## config.mk

```make
export PLATFORM = sky130hd
export DESIGN_NAME = synth_loader
export DESIGN_NICKNAME = d
export VERILOG_FILES = /design/src/rtl/synld_pkg.sv /design/src/rtl/synld_regs.sv /design/src/rtl/synld_seq.sv /design/src/rtl/synth_loader.sv
export SDC_FILE = /design/constraint.sdc
export NUM_CORES = 1
export LEC_CHECK = 0
export BUFFER_PORTS_ARGS = -buffer_cell sky130_fd_sc_hd__buf_2
export CAP_MARGIN = 20
export CELL_PAD_IN_SITES_DETAIL_PLACEMENT = 0
export CELL_PAD_IN_SITES_GLOBAL_PLACEMENT = 1
export CORE_AREA = 2 2 103 105
export DETAILED_ROUTE_END_ITERATION = 10
export DIE_AREA = 0 0 105 107
export GPL_TIMING_DRIVEN = 0
export PLACE_DENSITY_LB_ADDON = 0.1
export RECOVER_POWER = 25
export SLEW_MARGIN = 30
export SYNTH_ARGS = -nofsm -noshare
export SYNTH_HDL_FRONTEND = slang
export SYNTH_SLANG_ARGS = --single-unit
```

## constraint.sdc

```tcl
create_clock -name clk -period 4.6 [get_ports clk]
set_clock_uncertainty 0.2 [all_clocks]
set_input_delay 0.23 -clock clk [delete_from_list [all_inputs] [get_ports clk]]
set_output_delay 0.23 -clock clk [all_outputs]
set_load 0.05 [all_outputs]
```

## src/rtl/synld_pkg.sv

```systemverilog
package synld_pkg;
    parameter int unsigned BYTES   = 4;
    parameter int unsigned FIELD_W = 5;
    parameter int unsigned LATCH_N = 3;
    localparam int unsigned DATA_W   = 8 * BYTES;
    localparam int unsigned NREGS    = BYTES + 3;
    localparam int unsigned ADDR_W   = $clog2(NREGS);
    localparam int unsigned IDX_W    = $clog2(DATA_W);
    localparam int unsigned A_CTRL0  = BYTES;
    localparam int unsigned A_CTRL1  = BYTES + 1;
    localparam int unsigned A_START  = BYTES + 2;
    localparam int unsigned FLAG_BIT = 5;

    typedef struct packed {
        logic [DATA_W-1:0]  word;
        logic [LATCH_N-1:0] sel;
        logic [FIELD_W-1:0] lo_w;
        logic [FIELD_W-1:0] hi_w;
        logic               msb_first;
        logic               idle_hi;
        logic [FIELD_W-1:0] nbits;
    } cfg_t;

    typedef enum logic [2:0] {
        PH_IDLE,
        PH_LO,
        PH_HI,
        PH_GAP,
        PH_LATCH
    } phase_t;
endpackage

```

## src/rtl/synld_regs.sv

```systemverilog
module synld_regs
    import synld_pkg::*;
(
    input  logic              clk,
    input  logic              rst_n,
    input  logic              wr_en,
    input  logic [ADDR_W-1:0] wr_addr,
    input  logic [7:0]        wr_data,
    input  logic              seq_busy,
    output cfg_t              cfg,
    output logic              go,
    output logic              ready
);
    typedef struct packed {
        cfg_t cfg;
        logic go;
    } regs_t;

    regs_t st_d, st_q;
    logic  locked;

    assign locked = seq_busy | st_q.go;

    always_comb begin
        st_d    = st_q;
        st_d.go = 1'b0;
        if (wr_en && !locked) begin
            for (int b = 0; b < BYTES; b++) begin
                if (wr_addr == ADDR_W'(b)) begin
                    st_d.cfg.word[8*b +: 8] = wr_data;
                end
            end
            if (wr_addr == ADDR_W'(A_CTRL0)) begin
                st_d.cfg.sel  = wr_data[7 -: LATCH_N];
                st_d.cfg.lo_w = wr_data[FIELD_W-1:0];
            end
            if (wr_addr == ADDR_W'(A_CTRL1)) begin
                st_d.cfg.msb_first = wr_data[FLAG_BIT];
                st_d.cfg.hi_w      = wr_data[FIELD_W-1:0];
            end
            if (wr_addr == ADDR_W'(A_START)) begin
                st_d.cfg.idle_hi = wr_data[FLAG_BIT];
                st_d.cfg.nbits   = wr_data[FIELD_W-1:0];
                st_d.go          = 1'b1;
            end
        end
    end

    always_ff @(posedge clk) begin
        if (!rst_n) begin
            st_q <= '0;
        end else begin
            st_q <= st_d;
        end
    end

    assign cfg   = st_q.cfg;
    assign go    = st_q.go;
    assign ready = !locked;
endmodule

```

## src/rtl/synld_seq.sv

```systemverilog
module synld_seq
    import synld_pkg::*;
(
    input  logic               clk,
    input  logic               rst_n,
    input  logic               tick,
    input  logic               go,
    input  cfg_t               cfg,
    output logic               busy,
    output logic               ser_clk,
    output logic               ser_data,
    output logic [LATCH_N-1:0] latch
);
    typedef struct packed {
        phase_t             phase;
        logic [FIELD_W-1:0] cnt;
        logic [FIELD_W-1:0] k;
        logic               dat;
    } seq_t;

    seq_t sq_d, sq_q;
    logic [FIELD_W-1:0] last_k;

    // a zero count still produces one clock pulse
    assign last_k = (cfg.nbits == '0) ? '0 : cfg.nbits - 1'b1;

    function automatic logic pick_bit(input cfg_t c, input logic [FIELD_W-1:0] lk,
                                      input logic [FIELD_W-1:0] pos);
        logic [FIELD_W-1:0] idx;
        idx = c.msb_first ? (lk - pos) : pos;
        return c.word[IDX_W'(idx)];
    endfunction

    always_comb begin
        sq_d = sq_q;
        if (sq_q.phase == PH_IDLE) begin
            if (go) begin
                sq_d.phase = PH_LO;
                sq_d.cnt   = cfg.lo_w;
                sq_d.k     = '0;
                sq_d.dat   = pick_bit(cfg, last_k, '0);
            end
        end else if (tick) begin
            if (sq_q.cnt != '0) begin
                sq_d.cnt = sq_q.cnt - 1'b1;
            end else begin
                unique case (sq_q.phase)
                    PH_LO: begin
                        sq_d.phase = PH_HI;
                        sq_d.cnt   = cfg.hi_w;
                    end
                    PH_HI: begin
                        if (sq_q.k == last_k) begin
                            if (|cfg.sel) begin
                                sq_d.phase = PH_GAP;
                                sq_d.cnt   = cfg.lo_w;
                            end else begin
                                sq_d.phase = PH_IDLE;
                            end
                        end else begin
                            sq_d.phase = PH_LO;
                            sq_d.cnt   = cfg.lo_w;
                            sq_d.k     = sq_q.k + 1'b1;
                            sq_d.dat   = pick_bit(cfg, last_k, sq_q.k + 1'b1);
                        end
                    end
                    PH_GAP: begin
                        sq_d.phase = PH_LATCH;
                        sq_d.cnt   = cfg.hi_w;
                    end
                    default: begin
                        sq_d.phase = PH_IDLE;
                    end
                endcase
            end
        end
    end

    always_ff @(posedge clk) begin
        if (!rst_n) begin
            sq_q <= '{phase: PH_IDLE, default: '0};
        end else begin
            sq_q <= sq_d;
        end
    end

    assign busy     = (sq_q.phase != PH_IDLE);
    assign ser_clk  = cfg.idle_hi ^ (sq_q.phase == PH_HI);
    assign ser_data = sq_q.dat;
    assign latch    = (sq_q.phase == PH_LATCH) ? cfg.sel : '0;
endmodule

```

## src/rtl/synth_loader.sv

```systemverilog
module synth_loader
    import synld_pkg::*;
(
    input  logic               clk,
    input  logic               rst_n,
    input  logic               tick,
    input  logic               wr_en,
    input  logic [ADDR_W-1:0]  wr_addr,
    input  logic [7:0]         wr_data,
    output logic               ready,
    output logic               ser_clk,
    output logic               ser_data,
    output logic [LATCH_N-1:0] latch
);
    cfg_t cfg;
    logic go;
    logic seq_busy;
    logic idle_lvl;
    logic [LATCH_N-1:0] sel_now;

    synld_regs u_regs (
        .clk      (clk),
        .rst_n    (rst_n),
        .wr_en    (wr_en),
        .wr_addr  (wr_addr),
        .wr_data  (wr_data),
        .seq_busy (seq_busy),
        .cfg      (cfg),
        .go       (go),
        .ready    (ready)
    );

    synld_seq u_seq (
        .clk      (clk),
        .rst_n    (rst_n),
        .tick     (tick),
        .go       (go),
        .cfg      (cfg),
        .busy     (seq_busy),
        .ser_clk  (ser_clk),
        .ser_data (ser_data),
        .latch    (latch)
    );

    assign idle_lvl = cfg.idle_hi;
    assign sel_now  = cfg.sel;
endmodule

```

-- Word-level counts from Yosys, hierarchy flattened
Cells that the tools add are included.
- register bits: 67
- input port bits: 15
- $add $sub $neg: 4
- order comparisons: 2
- eq/ne operators: 15
- multiplexer cells: 22
- bitwise logic cells: 2
- reductions and logical operators: 23
- operators with widths (cell ; count):
    two-way mux 14 bit ; 3
    two-way mux 5 bit ; 5
    two-way mux 6 bit ; 3
    AND reduction 2 bit ; 8
    == test 3 x 2 -> 1 bit (second input constant) ; 4
    == test 3 bit (second input constant) ; 4
    less-than comparator 5 x 6 -> 1 bit (second input constant) ; 2
    binary-select mux 1 bit (select 5 bit) ; 2
    case mux 5 bit (2 select lines) ; 1
    subtractor 5 x 1 -> 5 bit (second input constant) ; 2
    case mux 3 bit (3 select lines) ; 1
    two-way mux 8 bit ; 1
    == test 3 x 1 -> 1 bit (second input constant) ; 2
    zero test 3 bit ; 2
    two-way mux 3 bit ; 2
    adder 5 x 1 -> 5 bit (second input constant) ; 1
    == test 5 bit ; 1
    zero test 5 bit ; 1
    inequality test 5 x 3 -> 1 bit (second input constant) ; 1
    AND reduction 5 bit ; 1
    nonzero test 5 bit ; 1
    subtractor 5 bit ; 1
    inequality test 2 x 1 -> 1 bit (second input constant) ; 2
    AND reduction 4 bit ; 1
    other kinds (13) ; 16

-- Logic depth before layout (Yosys ltp)
- word-level depth: 11
- mapped depth: 17
- depth with buffers taken out: 16

-- By module
A second synthesis with hierarchy kept.
- cell total of the unflattened synthesis: 404
- area total of the unflattened synthesis: 3784.9 sq um
- by module, submodules not included (module ; instances ; cells an instance ; area each (sq um)):
    synld_regs ; 1 ; 187 ; 1950.6
    synld_seq ; 1 ; 217 ; 1834.3

-- Worst setup path after synthesis
Ideal clock, no wire load.
- path kind: register to register
- start: reg u_regs.st_q (netlist bit u_regs.cfg[0])
- end: reg u_seq.sq_q (netlist bit u_seq.ser_data)
- setup time: 129 ps
- data arrival time: 3384 ps
- required time: 4271 ps
- slack: 888 ps
- stages on the path, launching flop included: 16
- buffers on the path: 1
- clock period less this slack: 3712 ps
- cells stage by stage: dfxtp_1 > clkbuf_1 > inv_1 > ha_1 > nor4b_2 > nor2_1 > inv_1 > ha_1 > inv_1 > ha_1 > mux2i_1 > mux4_2 > mux2i_1 > mux2i_1 > o21ai_1 > o211ai_2
- cells in the longest elaborated chain, start to end: 11
- ends and longest elaborated chain (item ; RTL line ; text):
    start, declared ; synld_regs.sv:19 ; regs_t st_d, st_q;
    start signal, assigned ; synld_regs.sv:53 ; st_q <= st_d;
    subtractor 5 x 1 -> 5 bit or zero test 5 bit (tied branches) ; synld_seq.sv:25 ; assign last_k = (cfg.nbits == '0) ? '0 : cfg.nbits - 1'b1;
    two-way mux 5 bit * ; synld_seq.sv:25 ;
    subtractor 5 bit ; synld_seq.sv:30 ; idx = c.msb_first ? (lk - pos) : pos;
    two-way mux 5 bit ; synld_seq.sv:30 ;
    binary-select mux 1 bit (select 5 bit) ; synld_seq.sv:31 ; return c.word[IDX_W'(idx)];
    two-way mux 1 bit (implied by the code) ; synld_seq.sv:31 ;
    two-way mux 6 bit ; synld_seq.sv:53 ; if (sq_q.k == last_k) begin
    two-way mux 6 bit ; synld_seq.sv:47 ; unique case (sq_q.phase)
    two-way mux 6 bit ; synld_seq.sv:44 ; if (sq_q.cnt != '0) begin
    two-way mux 14 bit ; synld_seq.sv:43 ; end else if (tick) begin
    two-way mux 14 bit ; synld_seq.sv:36 ; if (sq_q.phase == PH_IDLE) begin
    end signal, assigned ; synld_seq.sv:83 ; sq_q <= sq_d;
    end, declared ; synld_seq.sv:21 ; seq_t sq_d, sq_q;
Mark *: on every way between the ends. The rest lies on a longest branch, timed or not. The select of a mux whose other input is x is not followed.
A chain may end at the register's enable or synchronous reset.

-- Worst setup path after layout
Same ends and word-level chain as after synthesis.

==> metrics.yaml <==
place_ws_ps: 0.930
worstPathArrival_ps: 4390
utilization: 0.437
initial_core_util: 0.391
final.setup.tns_ps: 0
final_nets: 469
finalInstanceArea_um2: 4410
port_buffers: 18
placed_cell_area_um2: 4210
r2r_slack_ps: 230
seqCellArea_um2: 1340
synth-async-reset-ratio: 0
layout.cells.most_common: "dfxtp_1"
cts_root_buffer: "clkbuf_8"
track_usage: 0.202
diodes: 0
hold_path.class: "input port to register"
setup_ws_ps: 231
grt_pass1_wl_mm: 17.4
drive_gt1_frac: 0.128
synth_top_area_frac: 0.340
grt_overflow: 0
die_x_um: 105
rsz0062_at_grt: "no"
endpoint_kind: "register"
setup-violations-final: 0
yosysWarnings: 0
reg2reg_from: "u_regs.cfg[0]"
yosys-top-cells-area: "dfxtp_1 34%, mux2i_1 16%, nor2b_1 9.8%"
area_growth_pct: 11.8
route.met3.wl_um: 400
num_vias: 3149
wirelength_met1_mm: 5.34
p_leak_nw: 1.71
cp-start-kind: "register"
ioPinCount: 21
path_class: "register to register"
dr.first_iter.drc_count: 186
violations: "capacitance limit, slew limit"
cp.required_ps: 4620
critPathMaxFanout: 10
clock_latency_ps: 350
r2r_cells: 13
hold_viol: 0
clkSinkCount: 67
hold_depth: 3
numCtsBuffers: 9
remaining_drc_errors: 0
htree_levels: 3
maxSlewHeadroom: -0.0252
hp-start: "wr_data[0]"
syn_avg_cell_area_um2: 9.45
path_clk_slew_ps: 70
grt_max_degree: 12
period_minus_slack_ps: 4370
cts_setup_buffers: 0
r2r-end: "u_seq.ser_data"
syn-num-nets: 439
power.density_nw_per_um2: 292
multiInputGateArea_um2: 2450
hold_end: "u_regs.cfg[28]"
finalCritPeriodShare: 0.950
drt-total-wl_mm: 10.7
ys.flop_type: "dfxtp_1"
grt_pass1_vias: 3169
synth.largest_area_cell: "dfxtp_1"
die_h_um: 107
antenna_left: 0
fillers: 1094
max_cap_viol_count: 1
via_per_inst: 5.36
dp_hpwl_mm: 7.97
max_freq_mhz: 229
drt-pass1-iter-count: 4
vdd_drop_max_mv: 0.110
layout.cells.most_common_list: "67 x dfxtp_1, 63 x mux2i_1, 62 x nor2b_1"
yosys_register_bits: 67
rows: 37
top_layer_used: "met4"
place.gp.congestion: 0.832
status: "complete, but fails checks"
synth_cell_types: 54
design.core.area_um2: 10100
tightest_slew_ps: 1530
die-area_um2: 11200
wl_met2_mm: 4.79
syn_area_um2: 3940
slew_violations: 9
grt_antenna_before_repair: 0
cts_tree: "yes"
synth_edf_count: 0
seq_area_frac_synth: 0.340
avgRoutedWirePerCell_um: 18.2
syn_inst: 417
cts_buffer_depth: 2
-- metal layers --
| metal | GRT usage | up-vias |
|---|---|---|
| met2 | 0.312 | 57 |
| met3 | 0.0377 | 11 |
| met5 | 0 | - |
| met4 | 0.0676 | 0 |
| li1 | - | 1554 |
| met1 | 0.284 | 1527 |
-- through the flow --
stage               cells  power (W)  hold slack [ps]
detailed placement    571   0.000777              311
global route          588    0.00134             83.2
floorplan             417   0.000726              196
CTS                   588    0.00130             64.3
global placement      571   0.000775              298
finish                588    0.00129             74.1
-- synth_stat cells (all sizes together), types with 6 or more instances --
library cell and count:
dfxtp 67, and2 6, mux4 9, inv 14, nor2b 62, clkbuf 17
xor2 6, nor2 21, nor3 11, o22ai 6, a31oi 8, nand3 8
ha 7, mux2i 65, o21ai 13, xnor2 8, a21oi 17, nand2 19
-- cells by family after synthesis --
group,share of synthesized area
flip-flops,0.340
buffers and inverters,0.0362
multiplexers,0.226
adder cells (fa/ha/maj),0.0222
AO/OA/AOI/OAI,0.125
AND/OR/NAND/NOR,0.219
XOR/XNOR,0.0311
-- layout make-up --
type,instances,share of cell area
Multi-Input combinational cell,315,0.556
Sequential cell,67,0.304
Tap cell,136,0.0386
Clock buffer,12,0.0375
Timing Repair Buffer,19,0.0210
Buffer,21,0.0204
Inverter,14,0.0119
Clock inverter,4,0.0108
-- timing repair --
action / CTS / global route
hold endpoints to repair: 1 / 0
hold buffers: 1 / 0
setup endpoints to repair: 1 / 1
resized for setup: 1 / 3
-- worst max-delay path by stage --
stage                   from              to  slack, ps
6_report       u_regs.cfg[0]  u_seq.ser_data        230
5_1_grt        u_regs.cfg[0]  u_seq.ser_data         60
4_1_cts        u_regs.cfg[0]  u_seq.ser_data        130
3_5_place_dp   u_regs.cfg[0]  u_seq.ser_data        0.9
3_3_place_gp   u_regs.cfg[0]  u_seq.ser_data        -80
2_1_floorplan  u_regs.cfg[0]  u_seq.ser_data        890
-- flip-flops by register name, summed over array words and instances, names as in the netlist --
name / count
u_regs.go: 1
u_regs.cfg: 52
u_seq.sq_q: 13
u_seq.ser_data: 1
-- report_power, final --
| part | internal (W) | total, W | switching [W] |
|---|---|---|---|
| Combinational | 0.0000659 | 0.000161 | 0.0000950 |
| Clock | 0.000293 | 0.000525 | 0.000232 |
| Sequential | 0.000592 | 0.000602 | 0.00000999 |
-- worst max-delay path, cell delays in order (launching register included) --
cell      delay (ps)
dfxtp_1          410
clkbuf_2         270
inv_1             70
ha_1             290
clkbuf_1         250
nor2_1           640
xnor2_1          140
ha_1             320
mux2i_2          590
mux4_2           410
mux2i_1          270
mux2i_1          120
o21ai_1          170
o211ai_2          80
Power figures use the tool's default switching activity.
